### src/rtl/rcram_pkg.sv
`timescale 1ns/1ps
package rcram_pkg;
  localparam int unsigned DEF_ROW_BITS = 2;
  localparam int unsigned DEF_COL_BITS = 2;
  localparam int unsigned DEF_DATA_W   = 8;
endpackage

### src/rtl/rcram_decoder.sv
`timescale 1ns/1ps
module rcram_decoder #(
  parameter int unsigned SEL_W = 2,
  localparam int unsigned LINES = 1 << SEL_W
) (
  input  logic [SEL_W-1:0] sel,
  output logic [LINES-1:0] lines
);
  for (genvar i = 0; i < LINES; i++) begin : g_line
    assign lines[i] = (sel == SEL_W'(i));
  end
endmodule

### src/rtl/rcram_cell.sv
`timescale 1ns/1ps
module rcram_cell #(
  parameter int unsigned DATA_W = 8
) (
  input  logic              clk,
  input  logic              rst,
  input  logic              row_line,
  input  logic              col_line,
  input  logic              wr_en,
  input  logic              rd_en,
  input  logic [DATA_W-1:0] wr_data,
  output logic              hit,
  output logic [DATA_W-1:0] held,
  output logic [DATA_W-1:0] rd_q
);
  logic [DATA_W-1:0] word_q;
  logic              cell_wr;

  assign hit     = row_line & col_line;
  assign cell_wr = hit & wr_en;
  assign held    = word_q;
  assign rd_q    = (hit & rd_en) ? word_q : '0;

  always_ff @(posedge clk) begin
    if (rst)          word_q <= '0;
    else if (cell_wr) word_q <= wr_data;
  end

  // a word that is not written keeps its value
  a_r3_unwritten_stable: assert property (@(posedge clk) disable iff (rst)
    !(row_line && col_line && wr_en) |=> $stable(word_q));

  // reset clears the word
  a_r8_reset_clears: assert property (@(posedge clk)
    rst |=> (word_q == '0));
endmodule

### src/rtl/rcram_top.sv
`timescale 1ns/1ps
module rcram_top
  import rcram_pkg::*;
#(
  parameter int unsigned ROW_BITS = DEF_ROW_BITS,
  parameter int unsigned COL_BITS = DEF_COL_BITS,
  parameter int unsigned DATA_W   = DEF_DATA_W,
  localparam int unsigned ADDR_W  = ROW_BITS + COL_BITS,
  localparam int unsigned ROWS    = 1 << ROW_BITS,
  localparam int unsigned COLS    = 1 << COL_BITS,
  localparam int unsigned WORDS   = ROWS * COLS
) (
  input  logic              clk,
  input  logic              rst,
  input  logic [ADDR_W-1:0] addr,
  input  logic [DATA_W-1:0] wr_data,
  input  logic              wr_en,
  input  logic              rd_en,
  output logic [DATA_W-1:0] rd_data
);
  logic [ROWS-1:0]   row_lines;
  logic [COLS-1:0]   col_lines;
  logic [WORDS-1:0]  cell_hit;
  logic [DATA_W-1:0] cell_held [WORDS];
  logic [DATA_W-1:0] cell_rd   [WORDS];

  rcram_decoder #(.SEL_W(ROW_BITS)) u_row_dec (
    .sel   (addr[ADDR_W-1:COL_BITS]),
    .lines (row_lines)
  );

  rcram_decoder #(.SEL_W(COL_BITS)) u_col_dec (
    .sel   (addr[COL_BITS-1:0]),
    .lines (col_lines)
  );

  for (genvar r = 0; r < ROWS; r++) begin : g_row
    for (genvar c = 0; c < COLS; c++) begin : g_col
      rcram_cell #(.DATA_W(DATA_W)) u_cell (
        .clk      (clk),
        .rst      (rst),
        .row_line (row_lines[r]),
        .col_line (col_lines[c]),
        .wr_en    (wr_en),
        .rd_en    (rd_en),
        .wr_data  (wr_data),
        .hit      (cell_hit[r*COLS+c]),
        .held     (cell_held[r*COLS+c]),
        .rd_q     (cell_rd[r*COLS+c])
      );
    end
  end

  // shared output bus: wired-OR of the gated cell outputs
  always_comb begin
    rd_data = '0;
    for (int i = 0; i < WORDS; i++) rd_data = rd_data | cell_rd[i];
  end

  // the two decoders together enable exactly one word
  a_r2_one_cell: assert property (@(posedge clk) disable iff (rst)
    $countones(cell_hit) == 1);

  // a read shows the addressed word as it currently stands
  a_r4_read_word: assert property (@(posedge clk) disable iff (rst)
    rd_en |-> (rd_data == cell_held[addr]));

  // the bus is quiet when no read is active
  a_r5_idle_zero: assert property (@(posedge clk) disable iff (rst)
    !rd_en |-> (rd_data == '0));

  // a write lands in the addressed word
  a_r3_write_lands: assert property (@(posedge clk) disable iff (rst)
    wr_en |=> (cell_held[$past(addr)] == $past(wr_data)));
endmodule

### config.mk
export PLATFORM = sky130hd
export DESIGN_NAME = rcram_top
export DESIGN_NICKNAME = d
export VERILOG_FILES = /design/src/rtl/rcram_pkg.sv /design/src/rtl/rcram_decoder.sv /design/src/rtl/rcram_cell.sv /design/src/rtl/rcram_top.sv
export SDC_FILE = /design/constraint.sdc
export NUM_CORES = 1
export LEC_CHECK = 0
export ABC_CLOCK_PERIOD_IN_PS = 5250
export BUFFER_PORTS_ARGS = -buffer_cell sky130_fd_sc_hd__buf_2
export CORE_MARGIN = 4
export CORE_UTILIZATION = 60
export DETAILED_ROUTE_END_ITERATION = 7
export GPL_ROUTABILITY_DRIVEN = 0
export MAX_ROUTING_LAYER = met4
export PLACE_DENSITY = 0.78
export SLEW_MARGIN = 15
export SYNTH_ARGS = -nofsm -noshare
export SYNTH_HDL_FRONTEND = slang
export SYNTH_SLANG_ARGS = --single-unit
### constraint.sdc
create_clock -name clk -period 5.25 [get_ports clk]
set_clock_uncertainty 0.1 [all_clocks]
set_input_delay 1.05 -clock clk [delete_from_list [all_inputs] [get_ports clk]]
set_output_delay 1.05 -clock clk [all_outputs]
set_load 0.02 [all_outputs]
**Yosys cells after proc, flatten, opt, wreduce, memory -nomap -nowiden**

Cells that the tools add are included.

- Flip-flop bits (word level): 128
- Input port bits: 16
- Output and inout port bits: 8

- Eq/ne operators: 6
- Multiplexer cells: 16
- Bitwise logic cells: 63
- Reductions and logical operators: 2

Operator list:

| operator | number |
|---|---|
| $mux 8 | 16 |
| $or 8x8->8 | 15 |
| $and 1x1->1 | 48 |
| $eq 2x2->1 const B | 4 |
| $eq 2x1->1 const B | 2 |
| $logic_not 2->1 | 2 |

**Depth between registers and ports, before layout**

- Depth in word-level cells: 19
- Depth in mapped cells: 8
- Depth with buffers taken out: 5

**Modules after synthesis**

Synthesis repeated with hierarchy kept, for this count alone.

- Cell total of the unflattened synthesis: 768
- Area total of the unflattened synthesis: 7129.3 sq um

By module, submodules not included:

| module | instances | cells an instance | area an instance (sq um) |
|---|---|---|---|
| rcram_cell | 16 | 45 | 426.7 |
| rcram_top | 1 | 40 | 250.2 |
| rcram_decoder | 2 | 4 | 26.3 |

**Least setup slack after synthesis**

Ideal clock, no wire load.

- Kind: input to output
- From: input rd_en
- To: output rd_data[1]
- Arrival time: 2.406 ns
- Data required time: 4.100 ns
- Path slack: 1.694 ns
- Cell stages on the path: 6
- Buffers on the path: 1
- Cell sequence: buf_2 -> or3b_1 -> nor2_2 -> a22oi_1 -> o211ai_1 -> or4_1

- Cells in the longest elaborated chain, start to end: 17
- Elaborated cells on any way between the ends: 47

RTL lines:

| item | RTL line | text |
|---|---|---|
| start, declared | rcram_top.sv:18 | `input logic rd_en,` |
| $and 1x1->1 | rcram_cell.sv:22 | `assign rd_q = (hit & rd_en) ? word_q : '0;` |
| $mux 8 | rcram_cell.sv:22 |  |
| $or 8x8->8 (14 in series) | rcram_top.sv:57 | `for (int i = 0; i < WORDS; i++) rd_data = rd_data \| cell_rd[i];` |
| $or 8x8->8 * | rcram_top.sv:57 |  |
| end, declared | rcram_top.sv:19 | `output logic [DATA_W-1:0] rd_data` |

Every way passes the cells marked *; elsewhere a longest branch is shown, timed or not.

**Final worst setup path**

- From: input addr[3]
- To: output rd_data[2]

- Cells in the longest elaborated chain, start to end: 19
- Elaborated cells on any way between the ends: 67

RTL lines:

| item | RTL line | text |
|---|---|---|
| start, declared | rcram_top.sv:15 | `input logic [ADDR_W-1:0] addr,` |
| $logic_not 2->1 | rcram_decoder.sv:10 | `assign lines[i] = (sel == SEL_W'(i));` |
| $and 1x1->1 | rcram_cell.sv:19 | `assign hit = row_line & col_line;` |
| $and 1x1->1 | rcram_cell.sv:22 |  |
| $mux 8 | rcram_cell.sv:22 |  |
| $or 8x8->8 (14 in series) | rcram_top.sv:57 |  |
| $or 8x8->8 * | rcram_top.sv:57 |  |

Marks and branches as above.

==> impl_metrics.csv <==
group,metric,value,unit
logic_synthesis,synth_ff_type,"dfxtp_1",
timing,maxSlewViolCount,0,
timing,setup_viol,0,
setup_path,r2r_end,"g_row[2].g_col[1].u_cell.held[1]",
logic_synthesis,postSynthCellCount,613,
setup_path,path_class,"primary input to output port",
min_path,min_path_type,"flip-flop to flip-flop",
logic_synthesis,synth_xor_area_share,0,%
min_path,timing.hold.worst_endpoint,"g_row[0].g_col[0].u_cell.held[4]",
global_route,first_global_vias,4504,
logic_synthesis,avgSynthCellArea,9.167,um^2
clock_tree,clkSlewWorstSetupHoldPaths,60,ps
clock_tree,clock_sinks,128,
timing,max_freq,0.2280,GHz
global_route,top_usage_layer,"met2",
logic_synthesis,synth.distinct_cells,40,
setup_path,cp.required,4100,ps
timing,hold_viol_final,0,
global_route,gr-total-overflow,0,
global_route,use_met1,35.92,%
clock_tree,cts_made_buffers,17,
die,pin_count,24,
setup_path,cp_data_arrival_time,3240,ps
setup_path,cp-end-kind,"output port",
finish,area_delta_synth_final,11.91,%
clock_tree,hold_buffers,0,
clock_tree,worst_skew_pair.late_latency,530,ps
drt,wirelength,15030,um
drt,drtIter0Drc,563,
clock_tree,clock_path_buffers,2,
logic_synthesis,synth_seq_cells,128,
logic_synthesis,ys_seq_area_share,45.60,%
drt,routed-via-count,4709,
min_path,min_path_cells,2,
timing,timing.hold.ws,355.8,ps
placement,portBuffers,23,
logic_synthesis,synth_simple_gate_area_share,18.62,%
setup_path,critPathMaxFanout,26,
power,cellLeakagePower,2.476,nW
clock_tree,post_cts_buffers,0,
finish,layout_common_cells,"nor2_1, dfxtp_1, mux2i_1",
global_route,use_met2,46.06,%
logic_synthesis,synth-compound-area-share,10.64,%
die,chipWidth,104.8,um
drt,drtAntennaViolNets,0,
logic_synthesis,synthAdderAreaFrac,0,%
finish,n_antenna_cell,0,
clock_tree,cts_tree,"built",
placement,dpl.hpwl,9799,um
logic_synthesis,ys_top_cells_by_area,"dfxtp_1, mux2i_1, nor2_1",
setup_path,start_kind,"primary input",
min_path,min_from,"g_row[0].g_col[0].u_cell.held[4]",
timing,fin_crit_sh,83.56,%
setup_path,worstReg2RegStart,"g_row[2].g_col[1].u_cell.held[1]",
drt,route.detailed.drc,0,
power,ir_drop,223.0,uV
die,core_area,9196,um^2
global_route,use_met3,6.424,%
logic_synthesis,synth_fp_nets,629,
timing,period_needed,4387,ps
timing,rsz0062_at_grt,"no",
global_route,grt_pass1_wl,24240,um
setup_path,r2r_slack,4460,ps
run_status,status,"finished, final reports clean",
run,drv_cap,0,
clock_tree,root_buffer,"clkbuf_8",
global_route,grt_usage,28.76,%
die,die_area,10980,um^2
drt,vias_per_cell,6.381,
global_route,antenna_found_initial,0,
logic_synthesis,muxShareOfSynthArea,21.55,%
drt,wl_per_cell,20.36,um
logic_synthesis,yosysTopAreaCellShare,45.60,%
logic_synthesis,async_flop_share,0,%
timing,setup-tns-final,0,ps
die,start_util,61.10,%
power,p_per_area,363.8,nW/um^2
finish,largest_reg_flops,128,
logic_synthesis,synth_top_family_by_area,"multiplexers",
timing,worst_slew_pin_slew,1081,ps
logic_synthesis,synth_area_leader_cell,"dfxtp_1",
setup_path,worst-r2r-cell-count,2,
clock_tree,post_cts_resized,0,
global_route,grt_max_degree,71,
finish,drive_above_1_share,11.00,%
finish,nets,631,
logic_synthesis,synth_edf_count,0,
finish,layout_commonest_cell,"nor2_1",
die,fp.dieH,104.8,um
clock_tree,htreeDepth,4,
logic_synthesis,yosys_warnings,0,
drt,dr.pass1.iters,5,
die,num_rows,35,
logic_synthesis,syn_area,5619,um^2
timing,maxSlewHeadroom,27.78,%
==> worst max-delay path: stages <==
cell and delay [ps]:
buf_2 380, nor2b_1 910, a22oi_1 260, a2bb2oi_1 180
and3_1 180, nand3_1 90, buf_2 180
==> layer usage <==
metal / routed length [um] / vias up
met4: 377 / 0
met3: 1246 / 42
met1: 6032 / 2281
li1: - / 2157
met5: 0 / -
met2: 7370 / 229
==> area by class of cell <==
| class | instances | area, um^2 |
|---|---|---|
| multi-input cells | 442 | 2860 |
| clock buffers | 19 | 431.7 |
| flip-flops and latches | 128 | 2562 |
| fillers | 730 | 2908 |
| well taps | 111 | 138.9 |
| repair buffers | 25 | 132.6 |
| clock inverters | 12 | 158.9 |
| inverters | 1 | 3.754 |
==> synth_stat cells, types with 2 or more instances <==
library cell	count
o211ai_1	3
a31oi_1	2
nor2b_1	3
a21oi_1	24
a2bb2oi_1	2
nand2b_1	3
nand3b_1	5
and3_1	3
o21ai_0	6
and3b_1	2
clkbuf_1	25
dfxtp_1	128
or4_1	3
buf_4	5
nor3_1	3
a22o_1	7
or3_1	2
nand2_1	31
o22ai_1	3
nor2_2	10
mux2i_1	121
a221oi_1	5
a22oi_1	30
buf_2	11
nor2_1	134
nand3_1	23
and2_1	2
nand4_1	5
==> logic make-up after synthesis <==
logic type | count (synthesis)
buffers and inverters | 43
flip-flops | 128
AND/OR/NAND/NOR | 234
multiplexers | 121
AO/OA/AOI/OAI | 87
==> power breakdown <==
group / leakage [nW] / internal (mW) / total, mW / switching [mW]
clock: 0.285 / 0.736 / 1.18 / 0.441
combinational: 1.16 / 0.0312 / 0.119 / 0.0880
sequential: 1.03 / 0.984 / 0.991 / 0.00708
total: 2.48 / 1.75 / 2.29 / 0.536
==> how the worst max path moves through the flow <==
stage | depth (start not counted) | slack [ps] | to | from
2_1_floorplan | 6 | 1690 | rd_data[1] | rd_en
3_3_place_gp | 7 | 930 | rd_data[2] | addr[3]
3_5_place_dp | 7 | 920 | rd_data[2] | addr[3]
4_1_cts | 7 | 890 | rd_data[2] | addr[3]
5_1_grt | 7 | 680 | rd_data[2] | addr[3]
6_report | 7 | 860 | rd_data[2] | addr[3]
==> metrics by stage <==
stage	std cells	setup slack, ps	total power [mW]	utilization (%)	cell area, um^2
5_1_grt	738	678.9	2.365	68.38	6289
2_1_floorplan	613	1694	1.095	-	5619
6_report	738	863.1	2.288	68.38	6289
3_5_place_dp	707	920.5	1.128	61.96	5698
3_3_place_gp	707	925.8	1.125	61.96	5698
4_1_cts	738	890.7	2.295	68.38	6289
No activity file was read; power rests on OpenSTA's default activity.
